$ cat src/rtl/adc_fe_pkg.sv
package adc_fe_pkg;
  localparam logic [7:0]  OFS_RESULT = 8'h08;
  localparam logic [7:0]  OFS_SWITCH = 8'h18;
  localparam logic [7:0]  OFS_LOCK   = 8'h20;
  localparam logic [31:0] UNLOCK_KEY = 32'h0000_00AA;
  localparam int          PACE_BIT   = 16;

  typedef enum logic [1:0] {
    SEQ_IDLE   = 2'd0,
    SEQ_SETTLE = 2'd1,
    SEQ_CONV   = 2'd2
  } seq_state_t;
endpackage

$ cat src/rtl/adc_fe_tick_gen.sv
module adc_fe_tick_gen #(
  parameter int DIV_SLOW = 16,
  parameter int DIV_FAST = 4
) (
  input  logic clk,
  input  logic rst,
  input  logic fast,
  output logic tick
);
  localparam int DIV_MAX = (DIV_SLOW > DIV_FAST) ? DIV_SLOW : DIV_FAST;
  localparam int CW      = $clog2(DIV_MAX + 1);

  logic [CW-1:0] cnt;
  logic [CW-1:0] limit;

  assign limit = fast ? CW'(DIV_FAST - 1) : CW'(DIV_SLOW - 1);

  always_ff @(posedge clk) begin
    if (rst) begin
      cnt  <= '0;
      tick <= 1'b0;
    end else if (cnt >= limit) begin
      cnt  <= '0;
      tick <= 1'b1;
    end else begin
      cnt  <= cnt + 1'b1;
      tick <= 1'b0;
    end
  end
endmodule

$ cat src/rtl/adc_fe_lock.sv
module adc_fe_lock #(
  parameter int ADDR_W = 8
) (
  input  logic              clk,
  input  logic              rst,
  input  logic              acc,
  input  logic              we,
  input  logic [ADDR_W-1:0] addr,
  input  logic [31:0]       wdata,
  output logic              unlocked,
  output logic              sw_load
);
  import adc_fe_pkg::*;

  logic key_write;

  assign key_write = acc && we && (addr == ADDR_W'(OFS_LOCK)) && (wdata == UNLOCK_KEY);
  assign sw_load   = acc && we && (addr == ADDR_W'(OFS_SWITCH)) && unlocked;

  always_ff @(posedge clk) begin
    if (rst) begin
      unlocked <= 1'b0;
    end else if (acc) begin
      unlocked <= key_write;
    end
  end
endmodule

$ cat src/rtl/adc_fe_seq.sv
module adc_fe_seq #(
  parameter int SAMPLE_W    = 16,
  parameter int CONV_TICKS  = 20,
  parameter int SETTLE_SLOW = 40,
  parameter int SETTLE_FAST = 10
) (
  input  logic                clk,
  input  logic                rst,
  input  logic                tick,
  input  logic                fast,
  input  logic                sw_load,
  input  logic                start,
  input  logic [SAMPLE_W-1:0] sample_in,
  output logic                ready,
  output logic [SAMPLE_W-1:0] result,
  output logic                settling,
  output logic                busy
);
  import adc_fe_pkg::*;

  localparam int T_MAX0 = (SETTLE_SLOW > SETTLE_FAST) ? SETTLE_SLOW : SETTLE_FAST;
  localparam int T_MAX  = (T_MAX0 > CONV_TICKS) ? T_MAX0 : CONV_TICKS;
  localparam int TW     = $clog2(T_MAX + 1);

  seq_state_t    st;
  logic [TW-1:0] tmr;
  logic          pend;
  logic [TW-1:0] settle_last;

  assign settle_last = fast ? TW'(SETTLE_FAST - 1) : TW'(SETTLE_SLOW - 1);
  assign settling    = (st == SEQ_SETTLE);
  assign busy        = (st == SEQ_CONV);

  always_ff @(posedge clk) begin
    if (rst) begin
      st     <= SEQ_IDLE;
      tmr    <= '0;
      pend   <= 1'b0;
      ready  <= 1'b0;
      result <= '0;
    end else if (sw_load) begin
      st    <= SEQ_SETTLE;
      tmr   <= '0;
      ready <= 1'b0;
      pend  <= pend | (st == SEQ_CONV);
    end else if (start) begin
      ready <= 1'b0;
      if (st == SEQ_SETTLE) begin
        pend <= 1'b1;
      end else begin
        st  <= SEQ_CONV;
        tmr <= '0;
      end
    end else if (tick) begin
      case (st)
        SEQ_SETTLE: begin
          if (tmr == settle_last) begin
            st   <= pend ? SEQ_CONV : SEQ_IDLE;
            pend <= 1'b0;
            tmr  <= '0;
          end else begin
            tmr <= tmr + 1'b1;
          end
        end
        SEQ_CONV: begin
          if (tmr == TW'(CONV_TICKS - 1)) begin
            result <= sample_in;
            ready  <= 1'b1;
            st     <= SEQ_IDLE;
            tmr    <= '0;
          end else begin
            tmr <= tmr + 1'b1;
          end
        end
        default: tmr <= '0;
      endcase
    end
  end
endmodule

$ cat src/rtl/adc_fe_top.sv
module adc_fe_top #(
  parameter int ADDR_W      = 8,
  parameter int SAMPLE_W    = 16,
  parameter int ROUTE_W     = 12,
  parameter int DIV_SLOW    = 16,
  parameter int DIV_FAST    = 4,
  parameter int CONV_TICKS  = 20,
  parameter int SETTLE_SLOW = 40,
  parameter int SETTLE_FAST = 10
) (
  input  logic                clk,
  input  logic                rst,
  input  logic                bus_req,
  input  logic                bus_we,
  input  logic [ADDR_W-1:0]   bus_addr,
  input  logic [31:0]         bus_wdata,
  output logic [31:0]         bus_rdata,
  output logic                bus_rvalid,
  input  logic [SAMPLE_W-1:0] sample_in,
  output logic [ROUTE_W-1:0]  mux_sel
);
  import adc_fe_pkg::*;

  localparam int RES_PAD = 31 - SAMPLE_W;
  localparam int SW_PAD  = PACE_BIT - ROUTE_W;

  logic                unlocked;
  logic                sw_load;
  logic                fast_q;
  logic                tick;
  logic                start;
  logic                ready;
  logic                settling;
  logic                busy;
  logic [SAMPLE_W-1:0] result;

  assign start = bus_req && !bus_we && (bus_addr == ADDR_W'(OFS_RESULT));

  adc_fe_lock #(.ADDR_W(ADDR_W)) lock_i (
    .clk(clk), .rst(rst), .acc(bus_req), .we(bus_we), .addr(bus_addr),
    .wdata(bus_wdata), .unlocked(unlocked), .sw_load(sw_load)
  );

  adc_fe_tick_gen #(.DIV_SLOW(DIV_SLOW), .DIV_FAST(DIV_FAST)) tick_i (
    .clk(clk), .rst(rst), .fast(fast_q), .tick(tick)
  );

  adc_fe_seq #(
    .SAMPLE_W(SAMPLE_W), .CONV_TICKS(CONV_TICKS),
    .SETTLE_SLOW(SETTLE_SLOW), .SETTLE_FAST(SETTLE_FAST)
  ) seq_i (
    .clk(clk), .rst(rst), .tick(tick), .fast(fast_q), .sw_load(sw_load),
    .start(start), .sample_in(sample_in), .ready(ready), .result(result),
    .settling(settling), .busy(busy)
  );

  always_ff @(posedge clk) begin
    if (rst) begin
      mux_sel <= '0;
      fast_q  <= 1'b0;
    end else if (sw_load) begin
      mux_sel <= bus_wdata[ROUTE_W-1:0];
      fast_q  <= bus_wdata[PACE_BIT];
    end
  end

  always_ff @(posedge clk) begin
    if (rst) begin
      bus_rdata  <= '0;
      bus_rvalid <= 1'b0;
    end else begin
      bus_rvalid <= bus_req && !bus_we;
      if (bus_req && !bus_we) begin
        if (bus_addr == ADDR_W'(OFS_RESULT)) begin
          bus_rdata <= {ready, {RES_PAD{1'b0}}, result};
        end else if (bus_addr == ADDR_W'(OFS_SWITCH)) begin
          bus_rdata <= {{(31 - PACE_BIT){1'b0}}, fast_q, {SW_PAD{1'b0}}, mux_sel};
        end else begin
          bus_rdata <= '0;
        end
      end
    end
  end
endmodule

$ cat config.mk
export PLATFORM = sky130hd
export DESIGN_NAME = adc_fe_top
export DESIGN_NICKNAME = d
export VERILOG_FILES = /design/src/rtl/adc_fe_pkg.sv /design/src/rtl/adc_fe_tick_gen.sv /design/src/rtl/adc_fe_lock.sv /design/src/rtl/adc_fe_seq.sv /design/src/rtl/adc_fe_top.sv
export SDC_FILE = /design/constraint.sdc
export NUM_CORES = 1
export LEC_CHECK = 0
export BUFFER_PORTS_ARGS = -buffer_cell sky130_fd_sc_hd__buf_2
export CORE_MARGIN = 4
export CORE_UTILIZATION = 44
export DETAILED_ROUTE_END_ITERATION = 16
export PLACE_DENSITY = 0.71
export SYNTH_ARGS = -nofsm -noshare
export SYNTH_HDL_FRONTEND = slang
export SYNTH_SLANG_ARGS = --single-unit
$ cat constraint.sdc
create_clock -name clk -period 2 [get_ports clk]
set_input_delay 0 -clock clk [delete_from_list [all_inputs] [get_ports clk]]
set_output_delay 0 -clock clk [all_outputs]
set_load 0.05 [all_outputs]
==> results.toml <==
[run_status]
outcome = "completed"

[worst_setup_path]
path_max_fanout = 13
critPathKind = "input pin to register"
cp.arrival_ps = 2210
setup.worst_path.start_class = "input pin"
reg2reg_depth = 6
cp.required_ps = 2280
endpoint_kind = "register"

[floorplan]
die_w_um = 89.1
initial_core_util = 0.455
core_area_um2 = 6350
die_area_um2 = 7930
ios = 105
die_h_um = 89.1
rows = 29

[logic_synthesis]
netlist_instances = 330
synth-async-reset-ratio = 0
syn_avg_cell_area_um2 = 8.76
synth_edf_count = 0
ys_warn_count = 0
ys_ff_latch = 65
ys.flop_type = "dfxtp_1"
ys_seq_area_frac = 0.450
ys_types = 45
netlist_area_um2 = 2890

[power_and_ir_drop]
clkPwrFrac = 0.467
p_seq_frac = 0.448
power_w = 0.00291
p_int_w = 0.00224
power_density_nw_per_um2 = 717
pwr-share-comb = 0.084
p_switching_w = 0.000671
power_leakage_nw = 1.73
ir_drop_mv = 0.512
p_sw_frac = 0.231

[routing]
wl_met1_um = 3300
dr.pass1.iters = 4
drt_wl_total_um = 8270
first_iter_violations = 182
drc = 0
detail-route-antenna-nets = 0
vias = 2875
avgViaCountPerCell = 5.27
routed.top_layer = "met4"
wl_per_cell_um = 15.1
met3WireLength_um = 665
dr_wl_met2_um = 4220

[grt]
grt_pass1_vias = 2885
overflow = 0
grt_start_max_net_pins = 47
grtUsageTotal = 0.213
antenna_found_initial = 0
grt_pass1_wl_um = 13000

[worst_hold_path]
hold-path-cell-count = 5
hold_path.class = "input pin to register"

[clocking]
tritoncts_num_sinks = 65
cts_buffers = 9
cts_root_buffer = "clkbuf_8"
htree_levels = 3
cts_tree = "yes"
worstSkewPairLatency_ps = 350
ctsLongestPathBuffers = 2
path_clk_slew_ps = 80

[place]
io_buffers = 90
place_hpwl_um = 5550
placedCellCount = 496
gp_congestion = 0.883
postPlaceCellArea_um2 = 3430

[timing]
period_minus_slack_ps = 1930
hold_violations = 0
finalSetupViolCount = 0
worst_clock_skew_ps = 12.3
max_freq_ghz = 0.518
tns_ps = 0
drv_slew = 0
min_period_over_period = 0.965

[cells_and_area]
instances_no_fill = 546
syn_to_final_growth_pct = 40.4
drive_gt1_frac = 0.281
fin_area_um2 = 4060
antenna_cells = 0
fillers = 547
nNetsFinal = 530

[run]
cap_viol_max_count = 0
==> cell type report <==
| class | count | area [um^2] | share of cell area |
|---|---|---|---|
| clock inverter | 6 | 115 | 0.0284 |
| tap | 77 | 96.3 | 0.0237 |
| inverter | 8 | 30.0 | 0.00740 |
| timing repair buffer | 141 | 938 | 0.231 |
| clock buffer | 10 | 128 | 0.0314 |
| multi-input combinational | 239 | 1450 | 0.357 |
| sequential | 65 | 1300 | 0.321 |
==> cells in the mapped netlist, types with 3 or more instances <==
cell	instances	area share
mux2i_1	17	0.059
xor2_1	6	0.018
ha_1	6	0.026
or3_1	6	0.013
dfxtp_1	65	0.45
nand2_1	41	0.053
o21ai_0	7	0.012
nor4_1	7	0.015
nand3_1	5	0.0087
nor2_1	38	0.049
buf_4	14	0.036
inv_1	8	0.010
nor3_1	6	0.010
a21oi_1	31	0.054
clkbuf_1	12	0.016
and3_1	3	0.0065
nand4_1	4	0.0087
a22oi_1	18	0.047
==> power by group through the flow <==
stage	clock network, W	logic, W	registers (W)
floorplan	0	0.000126	0.00134
global placement	0	0.000188	0.00133
detailed placement	0	0.000189	0.00133
CTS	0.00138	0.000237	0.00130
global route	0.00143	0.000264	0.00131
finish	0.00136	0.000245	0.00131
==> per-stage QoR <==
step / worst slack (ps) / hold WS, ps / utilization
6_report: 70.9 / 104 / 0.639
3_5_place_dp: 25.0 / 247 / 0.540
3_3_place_gp: 103 / 238 / 0.540
4_1_cts: 8.10 / 83.1 / 0.632
2_1_floorplan: 38.1 / 140 / -
5_1_grt: -1.09 / 95.5 / 0.639
==> final timing paths <==
path / startpoint / end / slack [ps]
setup / recovery: bus_req / mux_sel[2] / 70
hold / removal: bus_addr[4] / bus_rdata[5] / 100
setup reg to reg: lock_i.unlocked / mux_sel[2] / 90
hold reg to reg: tick_i.cnt[0] / tick_i.cnt[0] / 470
==> flip-flops by register name (all words and copies together), names as in the netlist <==
name	count
fast_q	1
seq_i.tmr	6
tick_i.tick	1
tick_i.cnt	5
seq_i.ready	1
mux_sel	12
bus_rvalid	1
seq_i.result	16
seq_i.st	2
seq_i.pend	1
bus_rdata	18
lock_i.unlocked	1
==> critical path, stage by stage <==
cell           delay [ps]
dlygate4sd3_1         550
buf_2                 150
nand4_1               120
nor3_2                320
buf_4                 270
nand2_1                80
a21oi_1               150
dlygate4sd3_1         570
==> layer usage <==
metal | vias to the layer above | global-route usage
li1 | 1408 | -
met1 | 1361 | 0.235
met2 | 98 | 0.385
met3 | 8 | 0.0682
met4 | 0 | 0.0731
met5 | - | 0
==> cell families (layout without fill, tap and decap cells) <==
group / after synthesis / after routing / synth area share
compound gates: 70 / 70 / 0.152
xor+xnor: 7 / 7 / 0.0212
fa+ha+maj: 6 / 6 / 0.0260
buf+inv: 39 / 165 / 0.0805
flops: 65 / 65 / 0.450
mux: 17 / 17 / 0.0589
other cells: 1 / 14 / 0.00130
simple gates: 125 / 125 / 0.210
==> repair_timing <==
action | in CTS | in global routing
endpoints found under the setup margin | 0 | 22
buffers inserted | 0 | 0
hold buffers | 34 | 0
hold endpoints to repair | 33 | 0
gates resized for setup | 0 | 9
==> cell usage in the layout, fill, tap and decap left out, types with 3 or more instances in the layout <==
cell,n
a22oi_1,18
or3_1,6
conb_1,14
bufinv_16,3
nor3_1,5
o21ai_0,7
nand3_1,5
nor2_1,38
clkbuf_8,9
ha_1,6
a21oi_1,31
nand2_1,41
inv_1,8
dfxtp_1,65
buf_4,14
xor2_1,6
dlygate4sd3_1,34
mux2i_1,16
buf_2,90
nor4_1,6
nand4_1,4
Power figures use the tool's default switching activity.
